<file path="src/rtl/cfpred_pkg.sv">
package cfpred_pkg;
  typedef enum logic {
    MODE_SEL  = 1'b0,
    MODE_MCMP = 1'b1
  } mode_e;
endpackage

</file>
<file path="src/rtl/cf_reduce.sv">
module cf_reduce
  import cfpred_pkg::*;
#(
  parameter int FW = 4
) (
  input  mode_e           mode_i,
  input  logic [2*FW-1:0] imm_i,
  input  logic [FW-1:0]   field_i,
  output logic            bit_o
);
  logic [FW-1:0] sel_hits;
  logic [FW-1:0] mismatch;

  assign sel_hits = field_i & imm_i[FW-1:0];
  assign mismatch = (field_i ^ imm_i[FW-1:0]) & imm_i[2*FW-1:FW];

  always_comb begin
    unique case (mode_i)
      MODE_SEL:  bit_o = |sel_hits;
      MODE_MCMP: bit_o = ~|mismatch;
      default:   bit_o = 1'b0;
    endcase
  end
endmodule

</file>
<file path="src/rtl/cf_seq.sv">
module cf_seq
  import cfpred_pkg::*;
#(
  parameter int NUM_FIELDS = 64,
  parameter int MAX_VL     = 64,
  parameter int IMM_W      = 8,
  localparam int IDX_W     = $clog2(NUM_FIELDS),
  localparam int CNT_W     = $clog2(MAX_VL + 1)
) (
  input  logic             clk_i,
  input  logic             rst_ni,
  input  logic             start_i,
  input  logic             mode_i,
  input  logic [IMM_W-1:0] imm_i,
  input  logic [IDX_W-1:0] base_i,
  input  logic [CNT_W-1:0] vl_i,
  output logic             accept_o,
  output logic             busy_o,
  output logic             last_o,
  output logic [CNT_W-1:0] elem_o,
  output logic [IDX_W-1:0] idx_o,
  output logic [CNT_W-1:0] vl_o,
  output mode_e            mode_o,
  output logic [IMM_W-1:0] imm_o,
  output logic             done_o
);
  logic             busy_q, done_q;
  logic [CNT_W-1:0] elem_q, vl_q, eff_vl;
  logic [IDX_W-1:0] idx_q, idx_nxt;
  mode_e            mode_q;
  logic [IMM_W-1:0] imm_q;

  assign accept_o = start_i && !busy_q;
  assign eff_vl   = (vl_i == '0 || vl_i > CNT_W'(MAX_VL)) ? CNT_W'(MAX_VL) : vl_i;
  assign last_o   = busy_q && (elem_q == vl_q - CNT_W'(1));
  assign idx_nxt  = (idx_q == IDX_W'(NUM_FIELDS - 1)) ? '0 : idx_q + IDX_W'(1);

  always_ff @(posedge clk_i or negedge rst_ni) begin
    if (!rst_ni) begin
      busy_q <= 1'b0;
      done_q <= 1'b0;
      elem_q <= '0;
      vl_q   <= '0;
      idx_q  <= '0;
      mode_q <= MODE_SEL;
      imm_q  <= '0;
    end else begin
      done_q <= last_o;
      if (accept_o) begin
        busy_q <= 1'b1;
        elem_q <= '0;
        vl_q   <= eff_vl;
        idx_q  <= base_i;
        mode_q <= mode_e'(mode_i);
        imm_q  <= imm_i;
      end else if (busy_q) begin
        elem_q <= elem_q + CNT_W'(1);
        idx_q  <= idx_nxt;
        if (last_o) busy_q <= 1'b0;
      end
    end
  end

  assign busy_o = busy_q;
  assign elem_o = elem_q;
  assign idx_o  = idx_q;
  assign vl_o   = vl_q;
  assign mode_o = mode_q;
  assign imm_o  = imm_q;
  assign done_o = done_q;

  // index advances by one (mod fields) per busy cycle
  a_r7_idx_step: assert property (@(posedge clk_i) disable iff (!rst_ni)
    busy_q && !last_o |=> idx_q == ($past(idx_q) == IDX_W'(NUM_FIELDS - 1) ? '0 : $past(idx_q) + IDX_W'(1)));
  // a run is never cut short or restarted
  a_r8_hold_busy: assert property (@(posedge clk_i) disable iff (!rst_ni)
    busy_q && !last_o |=> busy_q && elem_q == $past(elem_q) + CNT_W'(1));
  // operands frozen during a run
  a_r10_ops_stable: assert property (@(posedge clk_i) disable iff (!rst_ni)
    busy_q && $past(busy_q) |-> $stable(imm_q) && $stable(mode_q) && $stable(vl_q));
  // done is a single-cycle pulse
  a_r9_done_pulse: assert property (@(posedge clk_i) disable iff (!rst_ni)
    done_q |=> !done_q);
endmodule

</file>
<file path="src/rtl/cf_accum.sv">
module cf_accum #(
  parameter int XLEN   = 64,
  parameter int MAX_VL = 64,
  localparam int CNT_W = $clog2(MAX_VL + 1)
) (
  input  logic             clk_i,
  input  logic             rst_ni,
  input  logic             clear_i,
  input  logic             step_i,
  input  logic             last_i,
  input  logic [CNT_W-1:0] elem_i,
  input  logic             bit_i,
  input  logic [CNT_W-1:0] vl_i,
  output logic             wb_en_o,
  output logic [XLEN-1:0]  wb_data_o
);
  logic [XLEN-1:0] acc_q, acc_nxt, wb_q;
  logic            wb_en_q;

  for (genvar g = 0; g < XLEN; g++) begin : g_bit
    if (g < MAX_VL) begin : g_live
      assign acc_nxt[g] = (step_i && elem_i == CNT_W'(g)) ? bit_i : acc_q[g];
    end else begin : g_dead
      assign acc_nxt[g] = 1'b0;
    end
  end

  always_ff @(posedge clk_i or negedge rst_ni) begin
    if (!rst_ni) begin
      acc_q   <= '0;
      wb_q    <= '0;
      wb_en_q <= 1'b0;
    end else begin
      wb_en_q <= step_i && last_i;
      if (clear_i) acc_q <= '0;
      else if (step_i) acc_q <= acc_nxt;
      if (step_i && last_i) wb_q <= acc_nxt;
    end
  end

  assign wb_en_o   = wb_en_q;
  assign wb_data_o = wb_q;

  // nothing at or above the vector length
  a_r6_upper_zero: assert property (@(posedge clk_i) disable iff (!rst_ni)
    wb_en_q |-> (wb_q >> vl_i) == '0);
endmodule

</file>
<file path="src/rtl/cfpred_builder.sv">
module cfpred_builder
  import cfpred_pkg::*;
#(
  parameter int NUM_FIELDS = 64,
  parameter int MAX_VL     = 64,
  parameter int XLEN       = 64,
  parameter int FW         = 4,
  localparam int IMM_W     = 2 * FW,
  localparam int IDX_W     = $clog2(NUM_FIELDS),
  localparam int CNT_W     = $clog2(MAX_VL + 1)
) (
  input  logic             clk_i,
  input  logic             rst_ni,
  input  logic             start_i,
  input  logic             mode_i,
  input  logic [IMM_W-1:0] imm_i,
  input  logic [IDX_W-1:0] base_idx_i,
  input  logic [CNT_W-1:0] vl_i,
  output logic             cf_rd_en_o,
  output logic [IDX_W-1:0] cf_idx_o,
  input  logic [FW-1:0]    cf_data_i,
  output logic             busy_o,
  output logic             wb_en_o,
  output logic [XLEN-1:0]  wb_data_o,
  output logic             done_o
);
  logic             accept, busy, last, elem_bit;
  logic [CNT_W-1:0] elem, vl_q;
  logic [IDX_W-1:0] idx;
  mode_e            mode_q;
  logic [IMM_W-1:0] imm_q;

  cf_seq #(.NUM_FIELDS(NUM_FIELDS), .MAX_VL(MAX_VL), .IMM_W(IMM_W)) u_seq (
    .clk_i, .rst_ni, .start_i, .mode_i, .imm_i,
    .base_i(base_idx_i), .vl_i,
    .accept_o(accept), .busy_o(busy), .last_o(last), .elem_o(elem),
    .idx_o(idx), .vl_o(vl_q), .mode_o(mode_q), .imm_o(imm_q), .done_o(done_o)
  );

  cf_reduce #(.FW(FW)) u_red (
    .mode_i(mode_q), .imm_i(imm_q), .field_i(cf_data_i), .bit_o(elem_bit)
  );

  cf_accum #(.XLEN(XLEN), .MAX_VL(MAX_VL)) u_acc (
    .clk_i, .rst_ni, .clear_i(accept), .step_i(busy), .last_i(last),
    .elem_i(elem), .bit_i(elem_bit), .vl_i(vl_q),
    .wb_en_o(wb_en_o), .wb_data_o(wb_data_o)
  );

  assign busy_o     = busy;
  assign cf_rd_en_o = busy;
  assign cf_idx_o   = idx;

  // completion and write-back coincide
  a_r9_done_wb: assert property (@(posedge clk_i) disable iff (!rst_ni)
    done_o == wb_en_o);
  // done follows the last busy cycle
  a_r9_done_after_busy: assert property (@(posedge clk_i) disable iff (!rst_ni)
    done_o |-> !busy_o && $past(busy_o));
endmodule

</file>
<file path="config.mk">
export PLATFORM = sky130hd
export DESIGN_NAME = cfpred_builder
export DESIGN_NICKNAME = d
export VERILOG_FILES = /design/src/rtl/cfpred_pkg.sv /design/src/rtl/cf_reduce.sv /design/src/rtl/cf_seq.sv /design/src/rtl/cf_accum.sv /design/src/rtl/cfpred_builder.sv
export SDC_FILE = /design/constraint.sdc
export NUM_CORES = 1
export LEC_CHECK = 0
export ABC_AREA = 0
export BUFFER_PORTS_ARGS = -buffer_cell sky130_fd_sc_hd__buf_4
export CORE_UTILIZATION = 62
export DETAILED_ROUTE_END_ITERATION = 6
export HOLD_SLACK_MARGIN = 0.08
export PLACE_DENSITY = 0.95
export SYNTH_ARGS = -nofsm -noshare
export SYNTH_HDL_FRONTEND = slang
export SYNTH_SLANG_ARGS = --single-unit
</file>
<file path="constraint.sdc">
create_clock -name clk_i -period 4.7 [get_ports clk_i]
set_input_delay 0.235 -clock clk_i [delete_from_list [all_inputs] [get_ports clk_i]]
set_output_delay 0.235 -clock clk_i [all_outputs]
set_load 0.01 [all_outputs]
</file>
# Yosys cells after proc, flatten, opt, wreduce, memory -nomap -nowiden
# Index checks and enable logic that the tools add are counted.
# word_totals
ff_bits	160
inputBits	29
out_inout_bits	74
word_cells	234
# op_classes
n_addsub	3
n_lt_le_gt_ge	1
n_eq_ne	65
muxes	76
n_bitwise	4
n_reduce_logical	75
# op_table
op	count
$eq 7x6->1 const B	32
$mux 64	2
$eq 7x5->1 const B	16
$logic_and 1x1->1	67
$mux 1	67
$eq 7x4->1 const B	8
$eq 7x3->1 const B	4
$mux 7	3
$mux 6	3
$eq 7x2->1 const B	2
$logic_not 7->1	2
$and 4x4->4	2
$reduce_or 4->1	2
$add 7x1->7 const B	1
$eq 7x1->1 const B	1
$eq 7x7->1	1
$gt 7x7->1 const B	1
$sub 7x1->7 const B	1
$add 6x1->6 const B	1
$eq 6x6->1 const B	1
$xor 4x4->4	1
$logic_not 1->1	2
$pmux 1 s2	1
$reduce_bool 2->1	1
other kinds (2)	2

# Longest topological paths before layout
# Gate-level depths: netlist of run 1.
# depth
depth_word	8
depth_mapped	9
ltp_nobuf	7

# Hierarchy
# Synthesis of run 1 repeated with hierarchy kept, for this count alone.
# unflattened
cells_unflattened	728
hier_area_um2	7230.7
# modules_own_cells
module	instances	cells_each	area_per_inst_um2	seq_area_each_um2
cf_accum	1	542	5547.8	3228.1
cf_seq	1	176	1594.0	775.7
cf_reduce	1	9	81.3	0.0
cfpred_builder	1	1	7.5	0.0

# Worst setup path after synthesis of run 1
# OpenSTA, ideal clock, no wires.
# synth_path
path_kind	reg2reg
start	register u_seq.vl_q[0] (netlist: u_seq.vl_o[0])
end	register u_acc.wb_q[16] (netlist: u_acc.wb_data_o[16])
setup_ns	0.128
arrival_time_ns	2.381
t_required_ns	4.572
setup_slack_ns	2.191
path_stages_with_launch	10
n_path_buf	2
period_less_slack_ns	2.509
path_cell_list	dfrtp_1 > inv_1 > ha_1 > xor2_1 > nand3_1 > or4b_1 > a2111oi_4 > buf_6 > buf_6 > mux2_1
# synth_between
elab_chain_cells	4
# synth_lines
item	line_no	rtl
start: declaration	cf_seq.sv:28	logic [CNT_W-1:0] elem_q, vl_q, eff_vl;
start signal: assignment	cf_seq.sv:52	vl_q <= eff_vl;
$sub 7x1->7	cf_seq.sv:35	assign last_o = busy_q && (elem_q == vl_q - CNT_W'(1));
$eq 7x7->1	cf_seq.sv:35	
$logic_and 1x1->1	cf_seq.sv:35	
$logic_and 1x1->1	cf_accum.sv:37	if (step_i && last_i) wb_q <= acc_nxt;
end signal: assignment	cf_accum.sv:37	
end: declaration	cf_accum.sv:17	logic [XLEN-1:0] acc_q, acc_nxt, wb_q;
# No other way between the ends.
# A chain may end at the register's enable or synchronous reset.

# Worst setup path after layout of run 1
# layout_path
start	register u_seq.imm_q[0] (netlist: u_seq.imm_o[0])
end	register u_acc.wb_q[16] (netlist: u_acc.wb_data_o[16])
# layout_between
elab_chain_cells	6
word_cells_on_any_way	8
classes_between	2 x mux; 3 x bitwise; 3 x reduce/logical
# layout_lines
item	line_no	rtl
start: declaration	cf_seq.sv:31	logic [IMM_W-1:0] imm_q;
start signal: assignment	cf_seq.sv:55	imm_q <= imm_i;
$xor 4x4->4	cf_reduce.sv:15	assign mismatch = (field_i ^ imm_i[FW-1:0]) & imm_i[2*FW-1:FW];
$and 4x4->4	cf_reduce.sv:15	
$reduce_or 4->1	cf_reduce.sv:20	MODE_MCMP: bit_o = ~|mismatch;
$logic_not 1->1	cf_reduce.sv:20	
$pmux 1 s2 (*)	cf_reduce.sv:18	unique case (mode_i)
$mux 1 (*)	cf_accum.sv:22	assign acc_nxt[g] = (step_i && elem_i == CNT_W'(g)) ? bit_i : acc_q[g];
# Every way passes the cells marked *; elsewhere a longest branch is shown, timed or not.

==> flow_summary.toml, run 1 <==
[cells_and_area]
n_fill_cell = 628
regArea_um2 = 3980
multiInputGateArea_um2 = 3126
syn2layout_area_growth_pct = 19.83
drive_above_1_share = 0.2463
antenna_cells = 0
nets = 764
final_cell_area_um2 = 8808

[critical_path]
required_ns = 5.01
slowest_delay_ns = 0.98
worstSetupStartpoint = "u_seq.imm_o[0]$_DFFE_PN0P_"
crit_type = "reg2reg"
crit_path_cell_trace = "ha_1, nor4_1, o21a_2, a31oi_1, mux2_1"
cpMaxStageDelayCell = "o21a_2"
path_delay_family = "compound AO/OA/AOI/OAI gates"
r2r-start = "u_seq.imm_o[0]$_DFFE_PN0P_"
arrival_ns = 3.29
cp_max_fo = 59
crit_path_start_kind = "register"
crit_buf_inv = 0
cp-end-kind = "register"

[drt]
wl_mm = 19.28
vias_per_cell = 6.679
drt_iter0_markers = 653
via_count = 5864
wl_per_cell_um = 21.96
ant_nets = 0
drc = 0
drtPass1Iterations = 6

[cts]
clock_latency_ns = 0.43
post_cts_buffers = 0
path_clk_slew_ns = 0.06
cts.root.buffer_cell = "clkbuf_16"
clock-sinks = 159
cts_tree = "yes"
htree_levels = 4
clockBufferDepth = 2
cts-buffers-inserted = 17

[timing]
tightest_slew_ns = 1.197
hold_viol_final = 0
min_period_ns = 2.984
setup_viol = 0
slew_viol_final = 0
setup_tns_ns = 0
slew_headroom = 0.2017
finalCritPeriodShare = 0.6350
rsz0062_at_grt = "false"
finClkSkew_ns = 0.008144
max_freq_mhz = 335.1

[worst_hold_path]
holdCritStartpoint = "vl_i[1]"
hold_class = "in2reg"

[placed_design]
finalWeightedCongestion = 0.8138
placed_area_um2 = 8107
numPortBuffers = 102
dp_hpwl_mm = 11.54

[global_routing]
first_global_vias = 6126
grt_usage = 0.3312
grt_max_degree = 116
antenna_found_initial = 0
overflow = 0
grt_pass1_wl_mm = 31.71

[synth]
synth_top_area_cell = "dfrtp_1"
seq_area_frac_synth = 0.5413
ys_async_sr_fraction = 1.000
synth_top_cell_area_share = 0.5413
ys_top_cells_by_area = "dfrtp_1 (54%), a22o_1 (7.9%), mux2_1 (6.1%)"
ys_types = 39
synth_area_um2 = 7351
synthCells = 639
yosys_warnings = 0
synth_nets = 678
syn_avg_cell_area_um2 = 11.50
ys.flop_type = "dfrtp_1"
synth-seq-cells = 159
synth_edf_count = 0

[pwr]
p_total_mw = 6.160
irDropWorstVdd_mv = 0.3894
p_leak_nw = 4.230
p_per_area_nw_per_um2 = 699.3

[run_status]
status = "finished, final reports clean"

[die]
num_rows = 39
die_x_um = 110.9
die_height_um = 110.9
num_io_pins = 103
die_area_um2 = 12300
core_area_um2 = 11470
start_util = 0.6410

[job]
maxCapViolCount = 0
## per-layer routing
layer,track usage,vias to the layer above,wire (um)
li1,-,2524,-
met1,0.3988,2886,7071
met2,0.5329,358,9550
met3,0.07818,96,1545
met4,0.2213,0,1110
met5,0,-,0
## layout make-up
class | instances | share of cell area
inverters | 4 | 0.001705
multi-input cells | 425 | 0.3548
well taps | 143 | 0.02031
flip-flops and latches | 159 | 0.4518
repair buffers | 118 | 0.1041
clock inverters | 10 | 0.01577
clock buffers | 19 | 0.05142
## power by group
| group | total (mW) | internal [mW] | leakage, nW | switching (mW) |
|---|---|---|---|---|
| registers | 2.35 | 1.87 | 2.11 | 0.479 |
| clock network | 1.40 | 0.853 | 0.279 | 0.544 |
| logic | 2.41 | 1.03 | 1.84 | 1.38 |
| total | 6.16 | 3.76 | 4.23 | 2.40 |
## cells in the final DEF (no fill, tap or decap), types with 8 or more instances in the layout
cell type	count
o31ai_1	24
clkbuf_16	17
xnor2_1	8
a22o_1	66
a21oi_1	39
nand2b_1	8
dlygate4sd3_1	11
nand4b_1	8
mux2_2	39
o21ai_0	39
dfrtp_1	158
buf_4	106
a31oi_1	14
mux2_1	40
nand2_1	19
nor2_1	56
ha_1	10
## cell families after synthesis
family,count (synthesis),share of synthesized area
compound gates,192,0.1809
xor+xnor,14,0.01668
fa+ha+maj,10,0.01702
buf+inv,55,0.03472
flops,159,0.5413
mux,83,0.1265
simple gates,126,0.08290
## synthesized netlist by cell type (2+ instances only)
| cell | number |
|---|---|
| nand4b_1 | 8 |
| a21oi_1 | 39 |
| clkbuf_1 | 37 |
| mux2_1 | 40 |
| nor3_1 | 7 |
| mux2_2 | 39 |
| inv_1 | 4 |
| buf_2 | 3 |
| o31ai_1 | 24 |
| nor4_1 | 2 |
| xor2_1 | 6 |
| a211oi_1 | 2 |
| nor2_1 | 57 |
| nand2_1 | 19 |
| nor2b_1 | 6 |
| buf_4 | 2 |
| nand2b_1 | 8 |
| mux2i_1 | 4 |
| buf_1 | 4 |
| nand3_1 | 7 |
| a22o_1 | 66 |
| xnor2_1 | 8 |
| o21ai_0 | 39 |
| buf_6 | 5 |
| dfrtp_1 | 159 |
| o211ai_1 | 2 |
| nand4_1 | 6 |
| o22ai_1 | 3 |
| ha_1 | 10 |
| a31oi_1 | 14 |
## metrics by stage
stage	utilization	std cells	setup slack, ns	hold WS (ns)
global route	0.7681	878	1.553	0.09997
floorplan	-	639	2.191	-0.06059
finish	0.7681	878	1.716	0.09175
CTS	0.7681	878	1.800	0.08310
detailed placement	0.7069	838	1.806	0.4488
global placement	0.7069	838	1.890	0.4266
## path summary, 6_finish.rpt
check | endpoint | slack (ns) | cells after the start
max in group asynchronous | u_acc.acc_q[58]$_DFFE_PN0P_ | 2.96 | 3
setup reg to reg | u_acc.wb_data_o[16]$_DFFE_PN0P_ | 1.72 | 5
min in group asynchronous | u_acc.wb_data_o[31]$_DFFE_PN0P_ | 0.53 | 2
hold reg to reg | u_acc.wb_data_o[36]$_DFFE_PN0P_ | 0.50 | 1
hold / removal | u_seq.vl_o[1]$_DFFE_PN0P_ | 0.09 | 3
setup / recovery | u_acc.wb_data_o[16]$_DFFE_PN0P_ | 1.72 | 5
## what timing repair did
| action | 4_1_cts | 5_1_grt |
|---|---|---|
| endpoints found under the hold margin | 124 | 0 |
| hold buffers | 11 | 0 |
| gates resized for setup | 0 | 0 |
## sequential cells by signal, indices dropped and copies added (netlist names)
signal / cells
u_seq.elem_o: 7
u_seq.mode_o: 1
u_acc.wb_en_o: 1
u_acc.acc_q: 64
u_seq.idx_o: 6
u_seq.vl_o: 7
u_seq.imm_o: 8
u_seq.busy_o: 1
u_acc.wb_data_o: 64
## worst register-to-register path: stages (launching register included)
cell and delay (ns):
dfrtp_1 0.42, ha_1 0.22, nor4_1 0.46, o21a_2 0.98
a31oi_1 0.38, mux2_1 0.41
(Power assumes the default switching activity.)
==> run 2: changes to the inputs <==
--- a/config.mk
+++ b/config.mk
@@ -5,12 +5,12 @@
 export SDC_FILE = /design/constraint.sdc
 export NUM_CORES = 1
 export LEC_CHECK = 0
-export ABC_AREA = 0
+export ABC_AREA = 1
 export BUFFER_PORTS_ARGS = -buffer_cell sky130_fd_sc_hd__buf_4
-export CORE_UTILIZATION = 62
+export CORE_UTILIZATION = 58
 export DETAILED_ROUTE_END_ITERATION = 6
 export HOLD_SLACK_MARGIN = 0.08
-export PLACE_DENSITY = 0.95
+export PLACE_DENSITY = 0.9
 export SYNTH_ARGS = -nofsm -noshare
 export SYNTH_HDL_FRONTEND = slang
 export SYNTH_SLANG_ARGS = --single-unit
==> constraint.sdc (replaced) <==
create_clock -name clk_i -period 3 [get_ports clk_i]
set_input_delay 0.15 -clock clk_i [delete_from_list [all_inputs] [get_ports clk_i]]
set_output_delay 0.15 -clock clk_i [all_outputs]
set_load 0.01 [all_outputs]
==> run 2 against run 1 <==
Against the previous run: clock power increased by 46%; critical path depth increased by 5; via count increased by 25%; critical path type unchanged.
==> flow_summary.toml, run 2 <==
[run_status]
status = "finished, final reports clean"

[timing]
finClkSkew_ns = 0.01061
rsz0062_at_grt = "false"
slew_viol_final = 0
max_freq_mhz = 413.3
setup_viol = 0
finalCritPeriodShare = 0.8066
min_period_ns = 2.420
tightest_slew_ns = 0.8353
setup_tns_ns = 0
slew_headroom = 0.4425
hold_viol_final = 0

[cells_and_area]
drive_above_1_share = 0.1449
antenna_cells = 0
regArea_um2 = 3979
n_fill_cell = 920
multiInputGateArea_um2 = 3293
layout_common_cells = "nand2_1 (381), dfrtp_1 (159), buf_4 (114), nor2_1 (85), a21oi_1 (68)"
syn2layout_area_growth_pct = 21.51
final_util = 0.7362
final_common_cell = "nand2_1"
nets = 1137

[critical_path]
crit_buf_inv = 3
slowest_delay_ns = 0.40
cp-end-kind = "register"
crit_type = "reg2reg"
cpMaxStageDelayCell = "dfrtp_1"
crit_path_start_kind = "register"
path_delay_family = "simple AND/OR/NAND/NOR gates"
crit_path_cell_trace = "inv_2, ha_1, nand3_1, nor2_1, xor2_4, buf_4, nand3_2, buf_4, nand2_1, nand2_1"
cp_max_fo = 33
arrival_ns = 2.74
required_ns = 3.32

[cts]
post_cts_buffers = 0
cts-hold-fix-buffers = 27
clock-sinks = 159
htree_levels = 4
cts.root.buffer_cell = "clkbuf_16"
cts_tree = "yes"
cts-buffers-inserted = 17
cts_resized = 0
path_clk_slew_ns = 0.06
clockBufferDepth = 2
clock_latency_ns = 0.43

[synth]
synth_top_area_cell = "dfrtp_1"
ys_types = 29
synth_area_um2 = 7770
ys.flop_type = "dfrtp_1"
syn_avg_cell_area_um2 = 7.817
synthCells = 994
yosys_warnings = 0
synth_nets = 1033
synth-seq-cells = 159
synth_top_cell_area_share = 0.5121
ys_top_cells_by_area = "dfrtp_1 (51%), nand2_1 (18%), nand4_1 (5.3%)"
seq_area_frac_synth = 0.5121
synth_most_common_cell = "nand2_1"
ys_async_sr_fraction = 1.000
synthTopCellsByCount = "nand2_1 (382), dfrtp_1 (159), nor2_1 (85)"
synth_edf_count = 0

[die]
die_x_um = 117.7
num_rows = 41
die_height_um = 117.7
num_io_pins = 103
die_area_um2 = 13860
core_area_um2 = 12820
start_util = 0.6059

[drt]
ant_nets = 0
drt_iter0_markers = 690
via_count = 7334
drc = 0
wl_per_cell_um = 15.54
wl_mm = 19.94
drtPass1Iterations = 5
vias_per_cell = 5.716

[global_routing]
first_global_vias = 6971
grt_usage = 0.2991
overflow = 0
grt_max_degree = 79
grt_pass1_wl_mm = 33.11
antenna_found_initial = 0

[pwr]
p_sw_frac = 0.4348
irDropWorstVdd_mv = 0.7971
clockPowerShare = 0.191
power_switching_mw = 4.668
intPower_mw = 6.068
p_per_area_nw_per_um2 = 1137
power_frac_comb = 0.461
seq_power_share = 0.348
p_leak_nw = 4.627

[placed_design]
dp_hpwl_mm = 12.61
finalWeightedCongestion = 0.8255
numPortBuffers = 102

[job]
maxCapViolCount = 0

[worst_hold_path]
hold_class = "in2reg"
run 2: cell count changes after synthesis, sizes merged, moves of 14 or more:
cell    change
a31oi      -14
clkbuf     -18
o31ai      -24
nor2       +31
a22o       -66
nand3      +21
nand2     +363
buf        +27
o21ai      +24
a21oi      +29
inv        +47
nand4      +60
mux2       -79
run 2: kinds of logic after synthesis:
group / Yosys count / share of synthesized area
XOR/XNOR: 7 / 0.007891
AO/OA/AOI/OAI: 137 / 0.09066
AND/OR/NAND/NOR: 569 / 0.3052
flip-flops: 159 / 0.5121
adder cells (fa/ha/maj): 10 / 0.01610
buffers and inverters: 112 / 0.06811
run 2: final timing paths:
| kind | start | endpoint | slack [ns] | cells past startpoint |
|---|---|---|---|---|
| setup / recovery | u_seq.vl_o[0]$_DFFE_PN0P_ | u_acc.wb_data_o[18]$_DFFE_PN0P_ | 0.58 | 10 |
| hold / removal | start_i | u_seq.busy_o$_DFF_PN0_ | 0.10 | 3 |
| setup reg to reg | u_seq.vl_o[0]$_DFFE_PN0P_ | u_acc.wb_data_o[18]$_DFFE_PN0P_ | 0.58 | 10 |
| hold reg to reg | u_acc.wb_data_o[39]$_DFFE_PN0P_ | u_acc.wb_data_o[39]$_DFFE_PN0P_ | 0.47 | 2 |
| max in group asynchronous | rst_ni | u_acc.wb_data_o[25]$_DFFE_PN0P_ | 1.84 | 3 |
| min in group asynchronous | rst_ni | u_seq.idx_o[0]$_DFFE_PN0P_ | 0.31 | 2 |
run 2: area by class of cell:
cell class                 instances  area share
clock buffer                      22     0.05023
clock inverter                    10    0.009276
inverter                          52     0.02067
multi-input combinational        723      0.3488
sequential                       159      0.4214
tap                              172     0.02279
timing repair buffer             145      0.1268
run 2: power by group through the flow:
stage               Clock, mW  Sequential [mW]  Combinational, mW
floorplan                   0             3.75               3.19
global placement            0             3.70               4.60
detailed placement          0             3.74               4.77
CTS                      2.06             3.72               4.89
global route             2.16             3.83               5.45
finish                   2.05             3.73               4.95
run 2: through the flow:
stage / cells / hold WS [ns] / area (um2) / power [mW] / setup WS (ns)
final: 1283 / 0.1029 / 9442 / 10.74 / 0.5803
after global routing: 1283 / 0.1028 / 9442 / 11.45 / 0.4132
after CTS: 1283 / 0.08585 / 9442 / 10.67 / 0.6377
after detailed placement: 1224 / 0.2412 / 8610 / 8.510 / 0.6784
after global placement: 1224 / 0.2397 / 8610 / 8.302 / 0.7802
after floorplan: 994 / -0.1456 / 7770 / 6.939 / 1.309
run 2: worst register-to-register path, stage by stage (launching register included):
cell     delay (ns)
dfrtp_1        0.40
inv_2          0.12
ha_1           0.26
nand3_1        0.14
nor2_1         0.30
xor2_4         0.18
buf_4          0.35
nand3_2        0.13
buf_4          0.26
nand2_1        0.13
nand2_1        0.06
run 2: per-layer routing:
metal / track usage / wire length [um]
met2: 0.4783 / 9666
met4: 0.1290 / 619
met3: 0.06395 / 1333
met1: 0.3945 / 8325
met5: 0 / 0
==> run 3: changes to the inputs <==
==> constraint.sdc (replaced) <==
create_clock -name clk_i -period 2.34 [get_ports clk_i]
set_input_delay 0.117 -clock clk_i [delete_from_list [all_inputs] [get_ports clk_i]]
set_output_delay 0.117 -clock clk_i [all_outputs]
set_load 0.01 [all_outputs]
==> run 3 against run 2 <==
Against the previous run: non-clock buffer count grew 5; critical path type unchanged; first-iteration DRC count grew 17%; sequential cell count is the same; cell area grew 1.3%; via count grew 1.0%; wire length grew 2.5%; clock-buffer cell count is the same; die area is the same.
==> flow_summary.toml, run 3 (same netlist as run 2, synthesis figures left out) <==
[cells_and_area]
nets = 1142
drive_above_1_share = 0.1487
antenna_cells = 0
final_util = 0.7460
syn2layout_area_growth_pct = 23.12
final_cell_count_no_fill = 1288
final_common_cell = "nand2_1"
n_fill_cell = 882
layout_common_cells = "nand2_1 (381), dfrtp_1 (159), buf_4 (117), nor2_1 (84), a21oi_1 (68)"

[pwr]
p_total_mw = 14.21
irDropWorstVdd_mv = 0.9085
p_leak_nw = 4.690
p_per_area_nw_per_um2 = 1485

[critical_path]
required_ns = 2.71
arrival_ns = 2.53
crit_buf_inv = 5
cpMaxStageDelayCell = "dlygate4sd3_1"
r2r_cells = 8
cp_max_fo = 14
crit_type = "reg2reg"
rr_endpoint = "u_seq.vl_o[4]$_DFFE_PN0P_"
cp-end-kind = "register"
crit_path_cell_trace = "buf_4, inv_1, nand2_1, buf_4, nor2_2, inv_1, o22ai_1, dlygate4sd3_1"
crit_path_start_kind = "register"
r2r-start = "u_seq.busy_o$_DFF_PN0_"
path_delay_family = "buffers and inverters"
slowest_delay_ns = 0.57
ff2ff_setup_slack_ns = 0.18

[placed_design]
place_inst = 1227
finalWeightedCongestion = 0.8502
numPortBuffers = 102
dp_hpwl_mm = 12.89

[job]
maxCapViolCount = 0

[die]
die_x_um = 117.7
core_area_um2 = 12820
num_io_pins = 103
die_area_um2 = 13860
start_util = 0.6059
num_rows = 41
die_height_um = 117.7

[drt]
vias_per_cell = 5.751
drc = 0
wl_mm = 20.45
drtPass1Iterations = 6
drt_iter0_markers = 807
ant_nets = 0
via_count = 7407
wl_per_cell_um = 15.88

[global_routing]
use_met3 = 0.06492
antenna_found_initial = 0
grt_pass1_wl_mm = 34.52
overflow = 0
met1_usage = 0.3924
grt_usage = 0.3133
grt.busiest_layer = "met2"
grt_max_degree = 70
use_met2 = 0.5114
first_global_vias = 7306

[timing]
slew_viol_final = 0
rsz0062_at_grt = "false"
min_period_ns = 2.155
slew_headroom = 0.4213
hold_viol_final = 0
max_freq_mhz = 464.0
setup_viol = 0
tightest_slew_ns = 0.8671
finClkSkew_ns = 0.009303
setup_tns_ns = 0
finalCritPeriodShare = 0.9210

[cts]
clock_latency_ns = 0.44
clockBufferDepth = 2
cts-buffers-inserted = 17
cts_tree = "yes"
htree_levels = 4
clock-sinks = 159
cts.root.buffer_cell = "clkbuf_16"
post_cts_buffers = 0
path_clk_slew_ns = 0.06

[run_status]
status = "finished, final reports clean"

[worst_hold_path]
hold_class = "in2async"
-- run 3: cell types whose count changed in the layout (fill, tap and decap cells not counted), sizes merged --
| cell | previous run | this run |
|---|---|---|
| bufinv | 1 | 4 |
| dlygate4sd3 | 27 | 29 |
| buf | 118 | 121 |
| clkinv | 5 | 4 |
| clkinvlp | 5 | 3 |
-- run 3: through the flow --
step / area [um2] / hold slack (ns) / worst slack, ns
after CTS: 9564 / 0.2279 / 0.1791
final: 9567 / 0.2080 / 0.1848
after detailed placement: 8632 / 0.1092 / 0.3403
after floorplan: 7770 / -0.1786 / 0.6489
after global routing: 9567 / 0.2477 / 0.05793
after global placement: 8632 / 0.1079 / 0.3864
-- run 3: layer usage --
metal,share of wire,vias up
met4,0.036,0
li1,-,3455
met3,0.071,76
met2,0.50,347
met5,0,-
met1,0.40,3529
-- run 3: worst max path at each step --
stage	from	to	slack [ns]	cells past startpoint
floorplan	u_seq.vl_o[0]$_DFFE_PN0P_	u_acc.wb_data_o[14]$_DFFE_PN0P_	0.65	14
detailed placement	u_seq.vl_o[0]$_DFFE_PN0P_	u_acc.wb_data_o[22]$_DFFE_PN0P_	0.34	8
CTS	u_seq.busy_o$_DFF_PN0_	u_seq.vl_o[5]$_DFFE_PN0P_	0.18	8
global route	u_seq.vl_o[0]$_DFFE_PN0P_	u_acc.wb_data_o[18]$_DFFE_PN0P_	0.06	12
finish	u_seq.busy_o$_DFF_PN0_	u_seq.vl_o[4]$_DFFE_PN0P_	0.18	8
global placement	u_seq.vl_o[0]$_DFFE_PN0P_	u_acc.wb_data_o[22]$_DFFE_PN0P_	0.39	8
-- run 3: layout make-up --
type	count	area [um2]	share of cell area
Sequential cell	159	3979	0.4159
Multi-Input combinational cell	723	3296	0.3445
Timing Repair Buffer	150	1240	0.1296
Clock buffer	22	484.2	0.05061
Tap cell	172	215.2	0.02250
Inverter	52	195.2	0.02040
Clock inverter	10	157.7	0.01648
-- run 3: power breakdown --
part	switching [mW]	total (mW)	internal, mW
combinational	4.19	6.43	2.24
sequential	0.759	4.79	4.03
clock	1.10	2.99	1.89
-- run 3: what timing repair did --
action,4_1_cts,5_1_grt
hold buffers,29,0
endpoints found under the setup margin,0,2
resized for setup,0,1
endpoints found under the hold margin,84,0
